File: src/rtl/fcs_pkg.sv
// Shared definitions for the flash command sequencer: operation codes,
// command bytes, unlock addresses and the time-to-clock conversion.
package fcs_pkg;

    typedef enum logic [1:0] {
        OP_READ       = 2'd0,
        OP_PROG       = 2'd1,
        OP_ERASE_SEC  = 2'd2,
        OP_ERASE_CHIP = 2'd3
    } fcs_op_e;

    localparam logic [7:0]  CMD_KEY1     = 8'hAA;
    localparam logic [7:0]  CMD_KEY2     = 8'h55;
    localparam logic [7:0]  CMD_PROGRAM  = 8'hA0;
    localparam logic [7:0]  CMD_ERASE    = 8'h80;
    localparam logic [7:0]  CMD_SECTOR   = 8'h30;
    localparam logic [7:0]  CMD_WHOLE    = 8'h10;
    localparam logic [7:0]  CMD_TO_READ  = 8'hF0;
    localparam logic [15:0] KEY_ADDR1    = 16'h5555;
    localparam logic [15:0] KEY_ADDR2    = 16'h2AAA;

    // Round a picosecond minimum up to whole clocks, never below one.
    function automatic int ps_to_cyc(input int t_ps, input int clk_ps);
        int c;
        c = (t_ps + clk_ps - 1) / clk_ps;
        return (c < 1) ? 1 : c;
    endfunction

    function automatic int max2(input int a, input int b);
        return (a > b) ? a : b;
    endfunction

endpackage

File: src/rtl/fcs_cs_decode.sv
// Chip select steering. Turns a chip index plus an "active" flag into
// active-low one-hot selects. Assumes the index is held stable by the
// bus engine for the whole cycle; an index beyond NUM_CS selects nothing.
module fcs_cs_decode #(
    parameter int NUM_CS = 4,
    parameter int CS_W   = 2
) (
    input  logic              active,
    input  logic [CS_W-1:0]   sel,
    output logic [NUM_CS-1:0] ce_n
);

    for (genvar g = 0; g < NUM_CS; g++) begin : g_sel
        // One comparator per select line.
        assign ce_n[g] = !(active && (sel == CS_W'(g)));
    end

endmodule

File: src/rtl/fcs_bus_engine.sv
// Executes one flash bus cycle per start pulse: a timed write (setup,
// write-enable low, write-enable high) or a timed read (output-enable
// high setup, output-enable low access, sample). All strobes are
// registered. Assumes start is only raised while the engine is idle.
module fcs_bus_engine #(
    parameter int ADDR_W    = 21,
    parameter int CS_W      = 2,
    parameter int WLOW_CYC  = 6,
    parameter int WHIGH_CYC = 5,
    parameter int OEH_CYC   = 2,
    parameter int ACC_CYC   = 12
) (
    input  logic              clk,
    input  logic              rst_n,
    input  logic              start,
    input  logic              start_write,
    input  logic [ADDR_W-1:0] start_addr,
    input  logic [7:0]        start_data,
    input  logic [CS_W-1:0]   start_cs,
    output logic              done,
    output logic [7:0]        rdata,
    output logic [ADDR_W-1:0] bus_addr,
    output logic [7:0]        bus_dq_out,
    output logic              bus_dq_oe,
    output logic              bus_we_n,
    output logic              bus_oe_n,
    output logic              bus_ce_act,
    output logic [CS_W-1:0]   bus_cs,
    input  logic [7:0]        bus_dq_in
);

    localparam int CNT_MAX = fcs_pkg::max2(fcs_pkg::max2(WLOW_CYC, WHIGH_CYC),
                                           fcs_pkg::max2(OEH_CYC, ACC_CYC));
    localparam int CNT_W   = $clog2(CNT_MAX + 1);

    typedef enum logic [2:0] {
        E_IDLE, E_WSET, E_WLOW, E_WHIGH, E_RSET, E_RLOW
    } phase_e;

    phase_e           ph;
    logic [CNT_W-1:0] cnt;

    // Phase sequencing, strobe generation and read sampling.
    always_ff @(posedge clk) begin
        if (!rst_n) begin
            ph         <= E_IDLE;
            cnt        <= '0;
            done       <= 1'b0;
            rdata      <= '0;
            bus_addr   <= '0;
            bus_dq_out <= '0;
            bus_dq_oe  <= 1'b0;
            bus_we_n   <= 1'b1;
            bus_oe_n   <= 1'b1;
            bus_ce_act <= 1'b0;
            bus_cs     <= '0;
        end else begin
            done <= 1'b0;
            case (ph)
                E_IDLE: begin
                    if (start) begin
                        bus_addr   <= start_addr;
                        bus_cs     <= start_cs;
                        bus_ce_act <= 1'b1;
                        if (start_write) begin
                            bus_dq_out <= start_data;
                            bus_dq_oe  <= 1'b1;
                            ph         <= E_WSET;
                        end else begin
                            cnt <= CNT_W'(OEH_CYC - 1);
                            ph  <= E_RSET;
                        end
                    end
                end
                E_WSET: begin
                    bus_we_n <= 1'b0;
                    cnt      <= CNT_W'(WLOW_CYC - 1);
                    ph       <= E_WLOW;
                end
                E_WLOW: begin
                    if (cnt == '0) begin
                        bus_we_n <= 1'b1;
                        cnt      <= CNT_W'(WHIGH_CYC - 1);
                        ph       <= E_WHIGH;
                    end else begin
                        cnt <= cnt - 1'b1;
                    end
                end
                E_WHIGH: begin
                    if (cnt == '0) begin
                        bus_ce_act <= 1'b0;
                        bus_dq_oe  <= 1'b0;
                        done       <= 1'b1;
                        ph         <= E_IDLE;
                    end else begin
                        cnt <= cnt - 1'b1;
                    end
                end
                E_RSET: begin
                    if (cnt == '0) begin
                        bus_oe_n <= 1'b0;
                        cnt      <= CNT_W'(ACC_CYC - 1);
                        ph       <= E_RLOW;
                    end else begin
                        cnt <= cnt - 1'b1;
                    end
                end
                E_RLOW: begin
                    if (cnt == '0) begin
                        rdata      <= bus_dq_in;
                        bus_oe_n   <= 1'b1;
                        bus_ce_act <= 1'b0;
                        done       <= 1'b1;
                        ph         <= E_IDLE;
                    end else begin
                        cnt <= cnt - 1'b1;
                    end
                end
                default: ph <= E_IDLE;
            endcase
        end
    end

    // Independent measure of the write-enable low width for checking.
    logic [15:0] wl_seen;
    always_ff @(posedge clk) begin
        if (!rst_n)         wl_seen <= '0;
        else if (!bus_we_n) wl_seen <= wl_seen + 1'b1;
        else                wl_seen <= '0;
    end

    a_r4_we_low_width: assert property (@(posedge clk) disable iff (!rst_n)
        $rose(bus_we_n) |-> (wl_seen >= 16'(WLOW_CYC)));
    a_r4_stable_in_pulse: assert property (@(posedge clk) disable iff (!rst_n)
        !bus_we_n |=> ($stable(bus_addr) && $stable(bus_dq_out)));
    a_r4_fall_when_driven: assert property (@(posedge clk) disable iff (!rst_n)
        $fell(bus_we_n) |-> (bus_dq_oe && bus_ce_act));
    a_r5_no_strobe_overlap: assert property (@(posedge clk) disable iff (!rst_n)
        !bus_oe_n |-> bus_we_n);
    a_r5_bus_released: assert property (@(posedge clk) disable iff (!rst_n)
        !bus_oe_n |-> !bus_dq_oe);
    a_r9_start_when_idle: assert property (@(posedge clk) disable iff (!rst_n)
        start |-> (ph == E_IDLE));

endmodule

File: src/rtl/fcs_ctrl.sv
// Operation sequencer. Accepts one request, walks the unlock/command
// write list for program or erase, then polls the target until data
// bit 7 shows the final value or the poll budget runs out, in which case
// it sends the return-to-read command. Assumes one engine cycle at a time.
module fcs_ctrl #(
    parameter int ADDR_W     = 21,
    parameter int CS_W       = 2,
    parameter int POLL_LIMIT = 4096
) (
    input  logic              clk,
    input  logic              rst_n,
    input  logic              req_valid,
    output logic              req_ready,
    input  logic [1:0]        req_op,
    input  logic [ADDR_W-1:0] req_off,
    input  logic [CS_W-1:0]   req_cs,
    input  logic [7:0]        req_wdata,
    output logic              eng_start,
    output logic              eng_write,
    output logic [ADDR_W-1:0] eng_addr,
    output logic [7:0]        eng_data,
    output logic [CS_W-1:0]   eng_cs,
    input  logic              eng_done,
    input  logic [7:0]        eng_rdata,
    output logic              rsp_valid,
    output logic              rsp_err,
    output logic [7:0]        rsp_data
);
    import fcs_pkg::*;

    localparam int PW = $clog2(POLL_LIMIT + 1);

    typedef enum logic [2:0] { C_IDLE, C_CMD, C_POLL, C_RST, C_READ } cstate_e;

    cstate_e           st;
    fcs_op_e           op_q;
    logic [ADDR_W-1:0] off_q;
    logic [CS_W-1:0]   cs_q;
    logic [7:0]        wd_q;
    logic [2:0]        step_q;
    logic [PW-1:0]     polls_q;
    logic              launched_q;
    logic [ADDR_W-1:0] step_addr;
    logic [7:0]        step_data;
    logic [2:0]        last_step;
    logic              exp_b7;

    localparam logic [ADDR_W-1:0] A1 = ADDR_W'(KEY_ADDR1);
    localparam logic [ADDR_W-1:0] A2 = ADDR_W'(KEY_ADDR2);

    // Address/data of the current command step.
    always_comb begin
        step_addr = A1;
        step_data = CMD_KEY1;
        case (step_q)
            3'd0: begin step_addr = A1; step_data = CMD_KEY1; end
            3'd1: begin step_addr = A2; step_data = CMD_KEY2; end
            3'd2: begin
                step_addr = A1;
                step_data = (op_q == OP_PROG) ? CMD_PROGRAM : CMD_ERASE;
            end
            3'd3: begin
                if (op_q == OP_PROG) begin step_addr = off_q; step_data = wd_q; end
                else                 begin step_addr = A1;    step_data = CMD_KEY1; end
            end
            3'd4: begin step_addr = A2; step_data = CMD_KEY2; end
            default: begin
                if (op_q == OP_ERASE_CHIP) begin step_addr = A1;    step_data = CMD_WHOLE;  end
                else                       begin step_addr = off_q; step_data = CMD_SECTOR; end
            end
        endcase
    end

    // Engine request fields and completion criteria for the current state.
    always_comb begin
        last_step = (op_q == OP_PROG) ? 3'd3 : 3'd5;
        exp_b7    = (op_q == OP_PROG) ? wd_q[7] : 1'b1;
        req_ready = (st == C_IDLE);
        eng_start = (st != C_IDLE) && !launched_q;
        eng_write = (st == C_CMD) || (st == C_RST);
        eng_cs    = cs_q;
        eng_addr  = (st == C_CMD) ? step_addr : off_q;
        eng_data  = (st == C_CMD) ? step_data : CMD_TO_READ;
    end

    // Request acceptance, step/poll bookkeeping and response generation.
    always_ff @(posedge clk) begin
        if (!rst_n) begin
            st         <= C_IDLE;
            op_q       <= OP_READ;
            off_q      <= '0;
            cs_q       <= '0;
            wd_q       <= '0;
            step_q     <= '0;
            polls_q    <= '0;
            launched_q <= 1'b0;
            rsp_valid  <= 1'b0;
            rsp_err    <= 1'b0;
            rsp_data   <= '0;
        end else begin
            rsp_valid <= 1'b0;
            if (st == C_IDLE) begin
                if (req_valid) begin
                    op_q       <= fcs_op_e'(req_op);
                    off_q      <= req_off;
                    cs_q       <= req_cs;
                    wd_q       <= req_wdata;
                    step_q     <= '0;
                    polls_q    <= '0;
                    launched_q <= 1'b0;
                    st         <= (fcs_op_e'(req_op) == OP_READ) ? C_READ : C_CMD;
                end
            end else begin
                if (eng_start) launched_q <= 1'b1;
                if (eng_done) begin
                    launched_q <= 1'b0;
                    case (st)
                        C_CMD: begin
                            if (step_q == last_step) st <= C_POLL;
                            else                     step_q <= step_q + 1'b1;
                        end
                        C_POLL: begin
                            if (eng_rdata[7] == exp_b7) begin
                                rsp_valid <= 1'b1;
                                rsp_err   <= 1'b0;
                                rsp_data  <= eng_rdata;
                                st        <= C_IDLE;
                            end else if (polls_q == PW'(POLL_LIMIT - 1)) begin
                                rsp_data <= eng_rdata;
                                st       <= C_RST;
                            end else begin
                                polls_q <= polls_q + 1'b1;
                            end
                        end
                        C_RST: begin
                            rsp_valid <= 1'b1;
                            rsp_err   <= 1'b1;
                            st        <= C_IDLE;
                        end
                        default: begin
                            rsp_valid <= 1'b1;
                            rsp_err   <= 1'b0;
                            rsp_data  <= eng_rdata;
                            st        <= C_IDLE;
                        end
                    endcase
                end
            end
        end
    end

    a_r6_rsp_follows_cycle: assert property (@(posedge clk) disable iff (!rst_n)
        rsp_valid |-> $past(eng_done));
    a_r9_ready_after_rsp: assert property (@(posedge clk) disable iff (!rst_n)
        rsp_valid |-> req_ready);
    a_r9_single_rsp: assert property (@(posedge clk) disable iff (!rst_n)
        rsp_valid |=> !rsp_valid);
    a_r7_poll_budget: assert property (@(posedge clk) disable iff (!rst_n)
        (st == C_RST) |-> (polls_q == PW'(POLL_LIMIT - 1)));

endmodule

File: src/rtl/flash_cmd_seq.sv
// Top of the flash command sequencer. Converts picosecond timing
// minimums into clock counts, splits the request address into chip index
// and device offset, and joins the sequencer, the bus engine and the
// chip select decoder. Assumes ADDR_W >= 16 and an 8-bit data lane.
module flash_cmd_seq #(
    parameter int CLK_PS     = 8000,
    parameter int T_WP_PS    = 45000,
    parameter int T_WPH_PS   = 20000,
    parameter int T_WC_PS    = 90000,
    parameter int T_AH_PS    = 45000,
    parameter int T_DS_PS    = 45000,
    parameter int T_OEH_PS   = 10000,
    parameter int T_ACC_PS   = 90000,
    parameter int ADDR_W     = 21,
    parameter int NUM_CS     = 4,
    parameter int POLL_LIMIT = 4096,
    localparam int CS_W      = (NUM_CS > 1) ? $clog2(NUM_CS) : 1,
    localparam int HA_W      = ADDR_W + CS_W
) (
    input  logic              clk,
    input  logic              rst_n,
    input  logic              req_valid,
    output logic              req_ready,
    input  logic [1:0]        req_op,
    input  logic [HA_W-1:0]   req_addr,
    input  logic [7:0]        req_wdata,
    output logic              rsp_valid,
    output logic              rsp_err,
    output logic [7:0]        rsp_data,
    output logic [ADDR_W-1:0] flash_addr,
    input  logic [7:0]        flash_dq_in,
    output logic [7:0]        flash_dq_out,
    output logic              flash_dq_oe,
    output logic [NUM_CS-1:0] flash_ce_n,
    output logic              flash_oe_n,
    output logic              flash_we_n
);
    import fcs_pkg::*;

    localparam int WP_CYC    = ps_to_cyc(T_WP_PS, CLK_PS);
    localparam int WPH_CYC   = ps_to_cyc(T_WPH_PS, CLK_PS);
    localparam int WC_CYC    = ps_to_cyc(T_WC_PS, CLK_PS);
    localparam int AH_CYC    = ps_to_cyc(T_AH_PS, CLK_PS);
    localparam int DS_CYC    = ps_to_cyc(T_DS_PS, CLK_PS);
    localparam int OEH_CYC   = ps_to_cyc(T_OEH_PS, CLK_PS);
    localparam int ACC_CYC   = ps_to_cyc(T_ACC_PS, CLK_PS);
    localparam int WLOW_CYC  = max2(WP_CYC, max2(AH_CYC, DS_CYC));
    localparam int WHIGH_CYC = max2(WPH_CYC, max2(WC_CYC - 1 - WLOW_CYC, 1));

    logic              eng_start, eng_write, eng_done, ce_act;
    logic [ADDR_W-1:0] eng_addr;
    logic [7:0]        eng_data, eng_rdata;
    logic [CS_W-1:0]   eng_cs, bus_cs;

    fcs_ctrl #(
        .ADDR_W(ADDR_W), .CS_W(CS_W), .POLL_LIMIT(POLL_LIMIT)
    ) u_ctrl (
        .clk(clk), .rst_n(rst_n),
        .req_valid(req_valid), .req_ready(req_ready), .req_op(req_op),
        .req_off(req_addr[ADDR_W-1:0]), .req_cs(req_addr[HA_W-1:ADDR_W]),
        .req_wdata(req_wdata),
        .eng_start(eng_start), .eng_write(eng_write), .eng_addr(eng_addr),
        .eng_data(eng_data), .eng_cs(eng_cs), .eng_done(eng_done),
        .eng_rdata(eng_rdata),
        .rsp_valid(rsp_valid), .rsp_err(rsp_err), .rsp_data(rsp_data)
    );

    fcs_bus_engine #(
        .ADDR_W(ADDR_W), .CS_W(CS_W), .WLOW_CYC(WLOW_CYC),
        .WHIGH_CYC(WHIGH_CYC), .OEH_CYC(OEH_CYC), .ACC_CYC(ACC_CYC)
    ) u_eng (
        .clk(clk), .rst_n(rst_n),
        .start(eng_start), .start_write(eng_write), .start_addr(eng_addr),
        .start_data(eng_data), .start_cs(eng_cs),
        .done(eng_done), .rdata(eng_rdata),
        .bus_addr(flash_addr), .bus_dq_out(flash_dq_out), .bus_dq_oe(flash_dq_oe),
        .bus_we_n(flash_we_n), .bus_oe_n(flash_oe_n), .bus_ce_act(ce_act),
        .bus_cs(bus_cs), .bus_dq_in(flash_dq_in)
    );

    fcs_cs_decode #(.NUM_CS(NUM_CS), .CS_W(CS_W)) u_dec (
        .active(ce_act), .sel(bus_cs), .ce_n(flash_ce_n)
    );

    a_r8_one_select: assert property (@(posedge clk) disable iff (!rst_n)
        $onehot0(~flash_ce_n));
    a_r8_idle_deselected: assert property (@(posedge clk) disable iff (!rst_n)
        req_ready |-> (&flash_ce_n));
    a_r5_read_single_lane: assert property (@(posedge clk) disable iff (!rst_n)
        !flash_oe_n |-> ($countones(~flash_ce_n) == 1));

endmodule

File: config.mk
export PLATFORM = sky130hd
export DESIGN_NAME = flash_cmd_seq
export DESIGN_NICKNAME = d
export VERILOG_FILES = /design/src/rtl/fcs_pkg.sv /design/src/rtl/fcs_cs_decode.sv /design/src/rtl/fcs_bus_engine.sv /design/src/rtl/fcs_ctrl.sv /design/src/rtl/flash_cmd_seq.sv
export SDC_FILE = /design/constraint.sdc
export NUM_CORES = 1
export LEC_CHECK = 0
export ABC_AREA = 1
export BUFFER_PORTS_ARGS = -buffer_cell sky130_fd_sc_hd__buf_2
export CORE_MARGIN = 1.5
export CORE_UTILIZATION = 58
export CTS_BUF_LIST = sky130_fd_sc_hd__clkbuf_8
export DETAILED_ROUTE_END_ITERATION = 8
export GPL_ROUTABILITY_DRIVEN = 0
export GPL_TIMING_DRIVEN = 1
export PLACE_DENSITY_LB_ADDON = 0.15
export SYNTH_ARGS = -nofsm -noshare
export SYNTH_HDL_FRONTEND = slang
export SYNTH_SLANG_ARGS = --single-unit
File: constraint.sdc
create_clock -name clk -period 1.8 [get_ports clk]
set_input_delay 0.09 -clock clk [delete_from_list [all_inputs] [get_ports clk]]
set_output_delay 0.09 -clock clk [all_outputs]
set_load 0.02 [all_outputs]
After elaboration in Yosys (flattened, before gate mapping). Cells that the tools add are included.

Flip-flop bits (word level): 114. Output and inout port bits: 47. Bits of input ports: 44. Word-level logic and storage cells: 178.

Mux-type cells: 62. Add/subtract/negate cells: 3. Reduce and logical (&&, ||, !) cells: 49. Bitwise gates (word level): 5. Equality and inequality tests: 37.

Operator list (number): 13-bit two-way mux (6); 21-bit two-way mux (3); 21-bit one-hot mux with 3 select lines (1); 3-bit two-way mux (18); 8-bit two-way mux (4); 8-bit one-hot mux with 4 select lines (1); 4-bit AND reduction (7); 4-bit two-way mux (5); 4-bit one-hot mux with 5 select lines (1); 3-bit by 2-bit == test with 1-bit output, second input constant (6); 2-bit != test, second input constant (8); 8-bit one-hot mux with 2 select lines (1); 3-bit one-hot mux with 5 select lines (1); 2-bit nonzero test (7); 13-bit by 1-bit adder with 13-bit output, second input constant (1); 13-bit by 12-bit == test with 1-bit output, second input constant (1); 1-bit two-way mux (12); 6-bit two-way mux (2); 2-bit by 1-bit != test with 1-bit output, second input constant (6); 2-bit AND reduction (6); 1-bit one-hot mux with 2 select lines (5); 3-bit by 1-bit == test with 1-bit output, second input constant (3); 3-bit == test, second input constant (3); 3-bit logical NOT (3); other kinds (23) (45).

Logic depth before layout (Yosys ltp).
Depth after elaboration: 7. Mapped depth: 12. Mapped depth without buffers: 11.

By module. A second synthesis with hierarchy kept.

Cells, all modules: 772. Area total of the unflattened synthesis: 5383.9 µm².

Modules (own cells, without submodules): fcs_ctrl (seq. area each 1261.2 µm², cells an instance 487, area an instance 3280.6 µm², times used 1); fcs_bus_engine (seq. area each 1021.0 µm², cells an instance 278, area an instance 2073.2 µm², times used 1); fcs_cs_decode (seq. area each 0.0 µm², cells an instance 7, area an instance 30.0 µm², times used 1).

Least setup slack after synthesis. Ideal clock, no wire load.

Kind: reg-to-reg. Start point: register u_ctrl.step_q[0]. End point: register u_eng.bus_addr[19]. Buffers on the path: 1. Clock period less this slack: 1.587 ns. Stages on the path, launching flop included: 13. Setup time: 0.070 ns. Arrival: 1.517 ns. Required time: 1.730 ns. Path slack: 0.213 ns. Cells stage by stage: dfxtp_1 inv_1 ha_1 inv_1 nand2_1 o21ai_2 nand2_2 nor2_8 nand2_4 nand3b_4 buf_6 nand2_1 a21oi_1.

Word-level cells in the longest chain between the ends: 4. Elaborated cells between the ends (all ways): 9. Those cells by class: eq/ne: 4; mux: 2; reduce/logical: 3.

RTL lines: start, declared (RTL line fcs_ctrl.sv:40) `logic [2:0] step_q;`; start signal, assigned (RTL line fcs_ctrl.sv:120) `else step_q <= step_q + 1'b1;`; 3-bit by 1-bit == test with 1-bit output, or another cell as far along (RTL line fcs_ctrl.sv:55) `case (step_q)`; 2-bit OR reduction (no source line); 21-bit one-hot mux with 3 select lines (*) (RTL line fcs_ctrl.sv:55); 21-bit two-way mux (*) (RTL line fcs_ctrl.sv:82) `eng_addr = (st == C_CMD) ? step_addr : off_q;`; end signal, assigned (RTL line fcs_bus_engine.sv:62) `bus_addr <= start_addr;`; end, declared (RTL line fcs_bus_engine.sv:22) `output logic [ADDR_W-1:0] bus_addr,`.

Every way passes the cells marked *; elsewhere a longest branch is shown, timed or not. A chain may end at the register's enable or synchronous reset.

Worst setup path in the final report.
Start point: register u_ctrl.step_q[1]. End point: register u_eng.bus_addr[1].

The elaborated chain is that of the path after synthesis.

==> impl_metrics.yaml <==
outcome:
  outcome: "finished, final reports clean"
cells_and_area:
  regArea_um2: 2290
  syn_to_final_growth_pct: 27.84
  antenna_cells: 0
  drive_gt1_share_pct: 22.69
  nFillCells: 649
  instances_no_fill: 1007
  nets: 937
  multi_input_comb_area_um2: 2730
setup_path:
  cp.arrival_ns: 2.10
  cp_num_buf_inv: 2
  critPathMaxFanout: 7
  cp_slowest_cell: "dfxtp_2"
  critPathTopFamily: "simple AND/OR/NAND/NOR gates"
  cp.required_ns: 2.16
  max_stage_delay_ns: 0.36
  path_cells: "inv_1, ha_2, inv_1, nand2_1, o21ai_2, nand2_2, nor2_8, nand2_4, nand3b_4, nand2_1, a21oi_1"
  critical_path_class: "reg -> reg"
  startpoint_type: "flip-flop"
  crit_path_end_kind: "flip-flop"
detailed_routing:
  dr.pass1.iters: 6
  m1WireLength_um: 6161
  met2_wirelength_um: 7369
  routed_wl_um: 14930
  vias_per_cell: 5.642
  wl_met3_um: 1204
  drt-initial-drc-count: 376
  drc_errors: 0
  via_count: 5681
  top_layer_used: "met4"
  wl_per_cell_um: 14.83
  antenna_left: 0
global_routing:
  grt_max_degree: 50
  grt_usage_pct: 29.65
  first_global_vias: 5299
  antenna_found_initial: 0
  grt_pass1_wl_um: 23780
  grt-ovfl-total: 0
clock_network:
  clkLatencyLatePin_ns: 0.43
  clk_root_buffer_cell: "clkbuf_8"
  clk_pin_slew_worst_paths_ns: 0.07
  ctsLongestPathBuffers: 2
  cts_tree: "yes"
  cts.htree.levels: 4
  cts_buffers: 17
  numClockSinks: 114
synthesis:
  synthDistinctLibCells: 40
  synthCells: 745
  syn_avg_cell_area_um2: 7.227
  ys_seq_area_share_pct: 42.39
  synth-edff-count: 0
  ys.flop_type: "dfxtp_1"
  syn_area_um2: 5384
  synth_async_sr_flop_share_pct: 0
  syn_nets: 796
  ys_seq_elements: 114
  ys.warnings.count: 0
floorplan:
  coreArea_um2: 8848
  fp.dieW_um: 99.35
  start_util_pct: 60.85
  io_pins: 91
  die_h_um: 99.35
  die_area_um2: 9869
  rows: 34
timing:
  tightest_slew_ns: 0.5656
  fmax_ghz: 0.5724
  setup_tns_ns: 0
  slew_headroom_pct: 62.24
  hold_viol: 0
  finalClockSkew_ns: 0.01336
  finalCritPeriodShare_pct: 97.06
  setup_violations: 0
  period_needed_ns: 1.747
  slew_viol_final: 0
pwr:
  design_power_total_mw: 9.416
  cellPowerDensity_nw_per_um2: 1368
  p_leak_nw: 2.889
  ir_worst_vdd_uv: 985.6
place:
  dpl.hpwl_um: 9232
  place_inst: 925
  io_buffers: 90
min_path:
  min_path_type: "in -> reg"
run:
  cap_violations: 0
-- metrics by stage --
step                area, um^2  setup WS (ns)  hold WS (ns)  util [%]
floorplan                 5384         0.2134        0.2544         -
global placement          5929         0.1368        0.3484     67.01
detailed placement        5929      0.0002768        0.3582     67.01
CTS                       6733        0.01884      0.003270     76.09
global route              6883       -0.04589       0.02585     77.79
finish                    6883        0.05288       0.01856     77.79
-- area by class of cell --
type                       instances  share of cell area, %
clock inverter                    14                  2.272
inverter                          63                  3.472
tap                              108                  1.963
sequential                       114                  33.27
timing repair buffer             156                  15.76
clock buffer                      18                  3.599
multi-input combinational        534                  39.67
-- worst paths after layout --
path	startpoint	to	slack (ns)	cells past startpoint
worst max-delay path	u_ctrl.step_q[1]	u_eng.bus_addr[1]	0.05	11
worst min-delay path	req_addr[2]	u_ctrl.off_q[2]	0.02	3
worst max register to register	u_ctrl.step_q[1]	u_eng.bus_addr[1]	0.05	11
worst min register to register	u_ctrl.rsp_data[2]	u_ctrl.rsp_data[2]	0.46	2
-- cell usage in the layout (no fill, tap or decap), types with 2 or more instances in the layout --
master | Yosys | routed
nand2_1 | 173 | 171
a21oi_1 | 110 | 110
dfxtp_1 | 114 | 110
buf_2 | 10 | 90
nand3_1 | 68 | 67
o21ai_0 | 56 | 56
inv_1 | 52 | 52
nor2_1 | 51 | 50
dlygate4sd3_1 | 0 | 39
buf_4 | 5 | 23
clkbuf_8 | 0 | 18
nand2_2 | 10 | 10
inv_2 | 9 | 9
nor3_1 | 7 | 7
nand4_1 | 7 | 7
nand2_4 | 5 | 7
nor2_4 | 5 | 6
ha_1 | 7 | 6
a31oi_1 | 4 | 4
clkinv_4 | 0 | 4
clkinvlp_4 | 0 | 4
xor2_1 | 3 | 3
a211oi_1 | 3 | 3
clkinv_2 | 2 | 3
nor2_2 | 3 | 3
nand3_4 | 2 | 3
nand3_2 | 2 | 3
inv_6 | 0 | 3
buf_12 | 0 | 3
dfxtp_2 | 0 | 3
nor4_1 | 2 | 2
o21ai_1 | 2 | 2
o211ai_1 | 2 | 2
nand3b_4 | 1 | 2
bufinv_16 | 0 | 2
-- routing by layer --
layer,global-route usage (%),vias up
li1,-,2761
met1,36.29,2637
met2,51.90,260
met3,6.676,23
met4,9.426,0
met5,0,-
-- synth_stat cells, types with 7 or more instances --
cell type | count | area, um^2
a21oi_1 | 110 | 550.5
buf_2 | 10 | 50.05
clkbuf_1 | 16 | 60.06
dfxtp_1 | 114 | 2282
ha_1 | 7 | 87.58
inv_1 | 52 | 195.2
inv_2 | 9 | 33.78
nand2_1 | 173 | 649.4
nand2_2 | 10 | 62.56
nand3_1 | 68 | 340.3
nand4_1 | 7 | 43.79
nor2_1 | 51 | 191.4
nor3_1 | 7 | 35.03
o21ai_0 | 56 | 280.3
-- logic make-up after synthesis --
kind of cell	Yosys count	synth area share (%)
adders and majority gates	7	1.627
xor gates and xnor gates	4	0.6508
and+or+nand+nor	340	29.77
AOI/OAI and AO/OA	181	17.41
DFF	114	42.39
buffers and inverters	99	8.157
-- sequential cells by signal, summed over array words and instances (netlist names), 2 cells and up --
signal and flops:
u_eng.ph 3, u_eng.cnt 4, u_ctrl.wd_q 8, u_ctrl.rsp_data 8, u_eng.bus_dq_out 8, u_eng.rdata 8, u_ctrl.polls_q 13, u_ctrl.eng_cs 2
u_eng.bus_cs 2, u_eng.bus_addr 21, u_ctrl.op_q 2, u_ctrl.off_q 21, u_ctrl.st 3, u_ctrl.step_q 3
-- what timing repair did --
item | in CTS | in global routing
hold endpoints to repair | 39 | 0
resized for setup | 3 | 18
buffers inserted | 0 | 9
hold buffers | 39 | 0
setup endpoints to repair | 7 | 46
pin swaps | 0 | 4
cloned | 0 | 2
-- worst reg2reg max path: cells and delay by family (launching register included) --
family	cells	cell delay [ns]
AO/OA/AOI/OAI	2	0.25
buffers and inverters	2	0.14
AND/OR/NAND/NOR	6	0.73
flip-flops	1	0.36
adder cells (fa/ha/maj)	1	0.20
-- report_power, final --
group	switching [mW]	internal [mW]	total, mW
clock network	1.12	1.28	2.40
logic	2.40	1.24	3.64
registers	0.341	3.03	3.37
total	3.86	5.55	9.42
Note: power is estimated with default switching activity, not from simulation.
